$ cat config.mk
export PLATFORM = sky130hd
export DESIGN_NAME = pi_intdump
export DESIGN_NICKNAME = d
export VERILOG_FILES = /design/src/rtl/pi_intdump_pkg.sv /design/src/rtl/pi_cfg_reg.sv /design/src/rtl/pi_frontend.sv /design/src/rtl/pi_mixer.sv /design/src/rtl/pi_integrator.sv /design/src/rtl/pi_intdump.sv
export SDC_FILE = /design/constraint.sdc
export NUM_CORES = 1
export LEC_CHECK = 0
export BUFFER_PORTS_ARGS = -buffer_cell sky130_fd_sc_hd__buf_2
export CAP_MARGIN = 20
export CORE_MARGIN = 4
export CORE_UTILIZATION = 35
export DETAILED_ROUTE_END_ITERATION = 6
export HOLD_SLACK_MARGIN = 0.02
export SLEW_MARGIN = 40
export SYNTH_ARGS = -nofsm -noshare
export SYNTH_HDL_FRONTEND = slang
export SYNTH_SLANG_ARGS = --single-unit
$ cat constraint.sdc
create_clock -name clk -period 5 [get_ports clk]
set_clock_uncertainty 0.05 [all_clocks]
set_input_delay 0.25 -clock clk [delete_from_list [all_inputs] [get_ports clk]]
set_output_delay 0.25 -clock clk [all_outputs]
set_load 0.03 [all_outputs]
$ cat src/rtl/pi_intdump_pkg.sv
package pi_intdump_pkg;
  localparam int LVL_W  = 3;  // signed sample / carrier level
  localparam int PROD_W = 4;  // signed |product| <= 6

  typedef struct packed {
    logic car_bypass;
    logic code_off;
    logic fe_test;
    logic meas_mag;
  } pi_cfg_t;

  function automatic int acc_width(input int max_samples);
    return $clog2(6 * max_samples + 1) + 1;
  endfunction
endpackage

$ cat src/rtl/pi_cfg_reg.sv
module pi_cfg_reg
  import pi_intdump_pkg::*;
(
  input  logic    clk,
  input  logic    rst,
  input  logic    we,
  input  pi_cfg_t cfg_d,
  output pi_cfg_t cfg_q
);
  always_ff @(posedge clk) begin
    if (rst)     cfg_q <= '0;
    else if (we) cfg_q <= cfg_d;
  end
endmodule

$ cat src/rtl/pi_frontend.sv
module pi_frontend
  import pi_intdump_pkg::*;
(
  input  logic                    sgn,
  input  logic                    mag,
  input  logic                    fe_test,
  input  logic                    meas_mag,
  output logic signed [LVL_W-1:0] lvl
);
  logic s_eff, m_eff;

  always_comb begin
    s_eff = sgn;
    m_eff = mag;
    if (fe_test) begin
      if (meas_mag) s_eff = 1'b0;
      else          m_eff = 1'b0;
    end
    case ({s_eff, m_eff})
      2'b10:   lvl = 3'sd1;
      2'b11:   lvl = 3'sd3;
      2'b00:   lvl = -3'sd1;
      default: lvl = -3'sd3;
    endcase
  end
endmodule

$ cat src/rtl/pi_mixer.sv
module pi_mixer
  import pi_intdump_pkg::*;
(
  input  logic signed [LVL_W-1:0]  lvl,
  input  logic [1:0]               phase,
  input  logic                     phase_clr,
  input  logic                     chip,
  input  logic                     car_bypass,
  input  logic                     code_off,
  output logic signed [LVL_W-1:0]  car_lvl,
  output logic signed [PROD_W-1:0] prod
);
  logic [1:0]               ph_eff;
  logic signed [PROD_W-1:0] a_ext, b_ext, p_car;
  logic                     code_neg;

  always_comb begin
    ph_eff = phase_clr ? 2'b00 : phase;
    if (car_bypass) car_lvl = 3'sd1;
    else begin
      case (ph_eff)
        2'b00:   car_lvl = 3'sd1;
        2'b01:   car_lvl = 3'sd2;
        2'b10:   car_lvl = -3'sd1;
        default: car_lvl = -3'sd2;
      endcase
    end
    a_ext    = {lvl[LVL_W-1], lvl};
    b_ext    = {car_lvl[LVL_W-1], car_lvl};
    p_car    = a_ext * b_ext;
    code_neg = !code_off && !chip;
    prod     = code_neg ? -p_car : p_car;
  end
endmodule

$ cat src/rtl/pi_integrator.sv
module pi_integrator
  import pi_intdump_pkg::*;
#(
  parameter int ACC_W = 20
) (
  input  logic                     clk,
  input  logic                     rst,
  input  logic                     en,
  input  logic                     dump,
  input  logic signed [PROD_W-1:0] prod,
  output logic signed [ACC_W-1:0]  integ,
  output logic signed [ACC_W-1:0]  acc_q,
  output logic                     vld_q
);
  logic signed [ACC_W-1:0] prod_ext;

  assign prod_ext = {{(ACC_W-PROD_W){prod[PROD_W-1]}}, prod};

  always_ff @(posedge clk) begin
    if (rst) begin
      integ <= '0;
      acc_q <= '0;
      vld_q <= 1'b0;
    end else begin
      vld_q <= dump;
      if (dump) begin
        acc_q <= integ;
        integ <= en ? prod_ext : '0;
      end else if (en) begin
        integ <= integ + prod_ext;
      end
    end
  end
endmodule

$ cat src/rtl/pi_intdump.sv
module pi_intdump
  import pi_intdump_pkg::*;
#(
  parameter  int MAX_SAMPLES = 65536,
  localparam int ACC_W       = acc_width(MAX_SAMPLES)
) (
  input  logic                    clk,
  input  logic                    rst,
  input  logic                    cfg_we,
  input  logic                    cfg_car_bypass,
  input  logic                    cfg_code_off,
  input  logic                    cfg_fe_test,
  input  logic                    cfg_meas_mag,
  input  logic                    sample_en,
  input  logic                    sgn_in,
  input  logic                    mag_in,
  input  logic [1:0]              car_phase,
  input  logic                    phase_clr,
  input  logic                    code_chip,
  input  logic                    dump,
  output logic signed [ACC_W-1:0] acc_out,
  output logic                    dump_valid
);
  pi_cfg_t                  cfg_d, cfg_q;
  logic signed [LVL_W-1:0]  fe_lvl, car_lvl;
  logic signed [PROD_W-1:0] prod;
  logic signed [ACC_W-1:0]  integ;

  assign cfg_d = '{car_bypass: cfg_car_bypass, code_off: cfg_code_off,
                   fe_test: cfg_fe_test, meas_mag: cfg_meas_mag};

  pi_cfg_reg u_cfg (
    .clk(clk), .rst(rst), .we(cfg_we), .cfg_d(cfg_d), .cfg_q(cfg_q)
  );

  pi_frontend u_fe (
    .sgn(sgn_in), .mag(mag_in), .fe_test(cfg_q.fe_test),
    .meas_mag(cfg_q.meas_mag), .lvl(fe_lvl)
  );

  pi_mixer u_mix (
    .lvl(fe_lvl), .phase(car_phase), .phase_clr(phase_clr), .chip(code_chip),
    .car_bypass(cfg_q.car_bypass), .code_off(cfg_q.code_off),
    .car_lvl(car_lvl), .prod(prod)
  );

  pi_integrator #(.ACC_W(ACC_W)) u_int (
    .clk(clk), .rst(rst), .en(sample_en), .dump(dump), .prod(prod),
    .integ(integ), .acc_q(acc_out), .vld_q(dump_valid)
  );
endmodule

==> reports/metrics.yaml <==
placement:
  gp_routability_congestion: 0.860
  port_buffers: 35
  hpwl_microns: 5070
  place_area_sq_mm: 0.00335
global_route:
  antenna_found_initial: 0
  grt_max_degree: 51
  grt_pass1_wl_microns: 12300
  grt.total_usage_pct: 14.7
  grt_pass1_vias: 2573
  grt.overflow.total: 0
cells_and_area:
  fin_nets: 441
  diodes: 0
  area_growth_pct: 22.9
  final_cell_area_sq_mm: 0.00372
  drive_gt1_share_pct: 24.9
  n_fill_cell: 796
  postLayoutCoreUtil_pct: 44.8
logic_synthesis:
  synth-simple-area-share_pct: 18.2
  synth_xor_area_share_pct: 3.10
  synthMuxAreaShare_pct: 10.7
  synthFlopType: "dfxtp_1"
  synth_top_family_by_area: "compound AO/OA/AOI/OAI gates"
  synth.area.top_cells: "dfxtp_1 (30%), ha_1 (9.9%), mux2i_1 (9.9%)"
  synthAdderAreaFrac_pct: 11.3
  netlist.area_leader.share_pct: 29.8
  syn-instance-count: 352
  synth_edf_count: 0
  syn_area_sq_mm: 0.00302
  synth_warnings: 0
  yosysTopAreaCell: "dfxtp_1"
  ys_seq_area_share_pct: 29.8
  synth_compound_area_share_pct: 22.7
  avgSynthCellArea_sq_um: 8.59
  synth-seq-cells: 45
  synthArstFlopShare_pct: 0
  synth_cell_type_count: 58
  syn-num-nets: 393
critical_path:
  cp-end-kind: "flip-flop"
  rrSetupSlack_ns: 0.15
  worstReg2RegStart: "u_cfg.cfg_q[1]"
  rr_worst_depth: 20
  critPathMaxFanout: 6
  critPathKind: "flip-flop to flip-flop"
  critPathArrivalTime_ns: 5.04
  rr_endpoint: "u_int.integ[19]"
  required_ns: 5.19
  start_kind: "flip-flop"
flow_run:
  maxCapViolCount: 0
clock_network:
  clock_latency_ns: 0.30
  cts_hold_repair.buffers: 0
  cts_buffers: 5
  cts.sinks: 45
  cts_tree: "done"
  cts_buffer_depth: 2
  clk_pin_slew_ns: 0.09
  cts_root_buffer: "clkbuf_8"
  cts.htree.levels: 2
route:
  vias: 2715
  highest_layer: "met4"
  met2_length_microns: 3480
  drc: 0
  drt_iter0_markers: 154
  first_pass_iters: 4
  drt-met1-wl_microns: 3550
  wl_microns: 7520
  wl_met3_microns: 382
  wl_per_cell_microns: 14.9
  routed_via_density: 5.37
  ant_nets: 0
die:
  num_rows: 33
  fp.dieH_microns: 101
  ios: 36
  dieWidth_microns: 101
  dieArea_sq_mm: 0.0102
  start_util_pct: 36.4
  fp.coreArea_sq_mm: 0.00830
power_and_ir_drop:
  switching_share_pct: 41.4
  power_switching_uw: 713
  leakage_uw: 0.00168
  p_int_uw: 1010
  p_seq_share_pct: 26.2
  clkPwrFrac_pct: 14.8
  peakVddDrop_v: 0.000200
  powerDensity_mw_per_mm2: 463
  combPwrFrac_pct: 59.0
hold_path:
  min_path_type: "primary input to flip-flop"
  min_from: "cfg_code_off"
  holdPathStages: 3
  min_to: "u_cfg.cfg_q[2]"
sta:
  period_share_pct: 97.0
  relSlewSlack_pct: 47.7
  hold_viol: 0
  slew_violations: 0
  setup_viol: 0
  worstMarginPinSlew_ns: 0.781
  period_minus_slack_ns: 4.85
  grt_setup_unrepaired: "true"
  max_freq_mhz: 206
status:
  status: "complete, no violations"
## per-layer routing
layer	GRT usage [%]	vias up
met3	2.63	8
li1	-	1387
met5	0	-
met1	19.8	1263
met4	3.78	0
met2	24.2	57
## registers in the layout, summed over array words and instances (netlist names)
signal and flops:
u_int.acc_q 20, u_int.vld_q 1, u_cfg.cfg_q 4, u_int.integ 20
## logic make-up after synthesis
family                   after synthesis
AND/OR/NAND/NOR                      108
AO/OA/AOI/OAI                        101
flip-flops                            45
multiplexers                          32
buffers and inverters                 31
adder cells (fa/ha/maj)               26
XOR/XNOR                               9
## power by group through the flow
| stage | clock network (uW) | logic [uW] | registers (uW) |
|---|---|---|---|
| 3_5_place_dp | 0 | 840 | 454 |
| 5_1_grt | 279 | 1120 | 459 |
| 3_3_place_gp | 0 | 828 | 454 |
| 6_report | 255 | 1020 | 452 |
| 2_1_floorplan | 0 | 613 | 471 |
| 4_1_cts | 264 | 875 | 447 |
## per-stage QoR
step           worst slack, ns  power, uW  TNS, ns  std cells  hold WS [ns]
4_1_cts                 0.0551       1590        0        497         0.134
2_1_floorplan            0.259       1080        0        352         0.347
3_5_place_dp            0.0143       1290        0        488         0.423
5_1_grt                -0.0806       1860   -0.211        506         0.150
3_3_place_gp             0.143       1280        0        488         0.420
6_report                 0.152       1720        0        506         0.135
## layout make-up
cell class / instances / area, sq um / share of cell area, %
Clock buffer: 7 / 96.3 / 2.59
Clock inverter: 1 / 5.00 / 0.135
Inverter: 17 / 66.3 / 1.78
Multi-Input combinational cell: 277 / 2190 / 58.8
Sequential cell: 45 / 901 / 24.2
Tap cell: 105 / 131 / 3.54
Timing Repair Buffer: 54 / 330 / 8.89
## how the worst max path moves through the flow
stage | startpoint | endpoint | slack (ns)
detailed placement | u_cfg.cfg_q[1] | u_int.integ[19] | 0.01
CTS | u_cfg.cfg_q[1] | u_int.integ[19] | 0.06
finish | u_cfg.cfg_q[1] | u_int.integ[19] | 0.15
global placement | u_cfg.cfg_q[1] | u_int.integ[19] | 0.14
global route | u_cfg.cfg_q[1] | u_int.integ[19] | -0.08
floorplan | u_cfg.cfg_q[1] | u_int.integ[19] | 0.26
## Yosys cell counts, types with 8 or more instances
cell	count
a21o_1	12
a21oi_1	32
clkbuf_1	9
dfxtp_1	45
ha_1	24
inv_1	16
mux2i_1	30
nand2_1	12
nor2_1	49
o211ai_1	9
o21ai_0	14
xnor2_1	8
## cells in the final DEF, fill, tap and decap left out, types with 5 or more instances in the layout
cell type / netlist / layout
a211oi_1: 6 / 5
a21o_1: 12 / 12
a21oi_1: 32 / 28
and3_1: 6 / 6
buf_2: 1 / 33
buf_4: 0 / 19
clkbuf_8: 0 / 7
dfxtp_1: 45 / 45
ha_1: 24 / 14
ha_4: 0 / 8
inv_1: 16 / 16
mux2i_1: 30 / 30
nand2_1: 12 / 12
nand3_1: 6 / 6
nor2_1: 49 / 49
nor2b_1: 5 / 5
nor3_1: 6 / 6
o211ai_1: 9 / 9
o21ai_0: 14 / 10
xnor2_1: 8 / 7
## worst max-delay path, stage by stage, from the launching register on
cell and delay (ns):
dfxtp_1 0.34, inv_1 0.07, o21ai_2 0.15, inv_1 0.06, ha_1 0.20, nor2_1 0.10, nor2_1 0.05, ha_1 0.28
inv_1 0.07, fa_1 0.43, a311o_1 0.39, buf_4 0.14, xnor3_2 0.49, buf_4 0.19, ha_4 0.23, a21oi_2 0.15
o21ai_2 0.08, a221o_1 0.35, a221o_2 0.40, or4_1 0.49, o211ai_2 0.08
## what timing repair did
action                     CTS  global route
cloned                       1             0
pin swaps                    2            11
setup buffers                0             9
gates resized for setup      7            27
setup endpoints to repair    1             4
(Power assumes the default switching activity.)
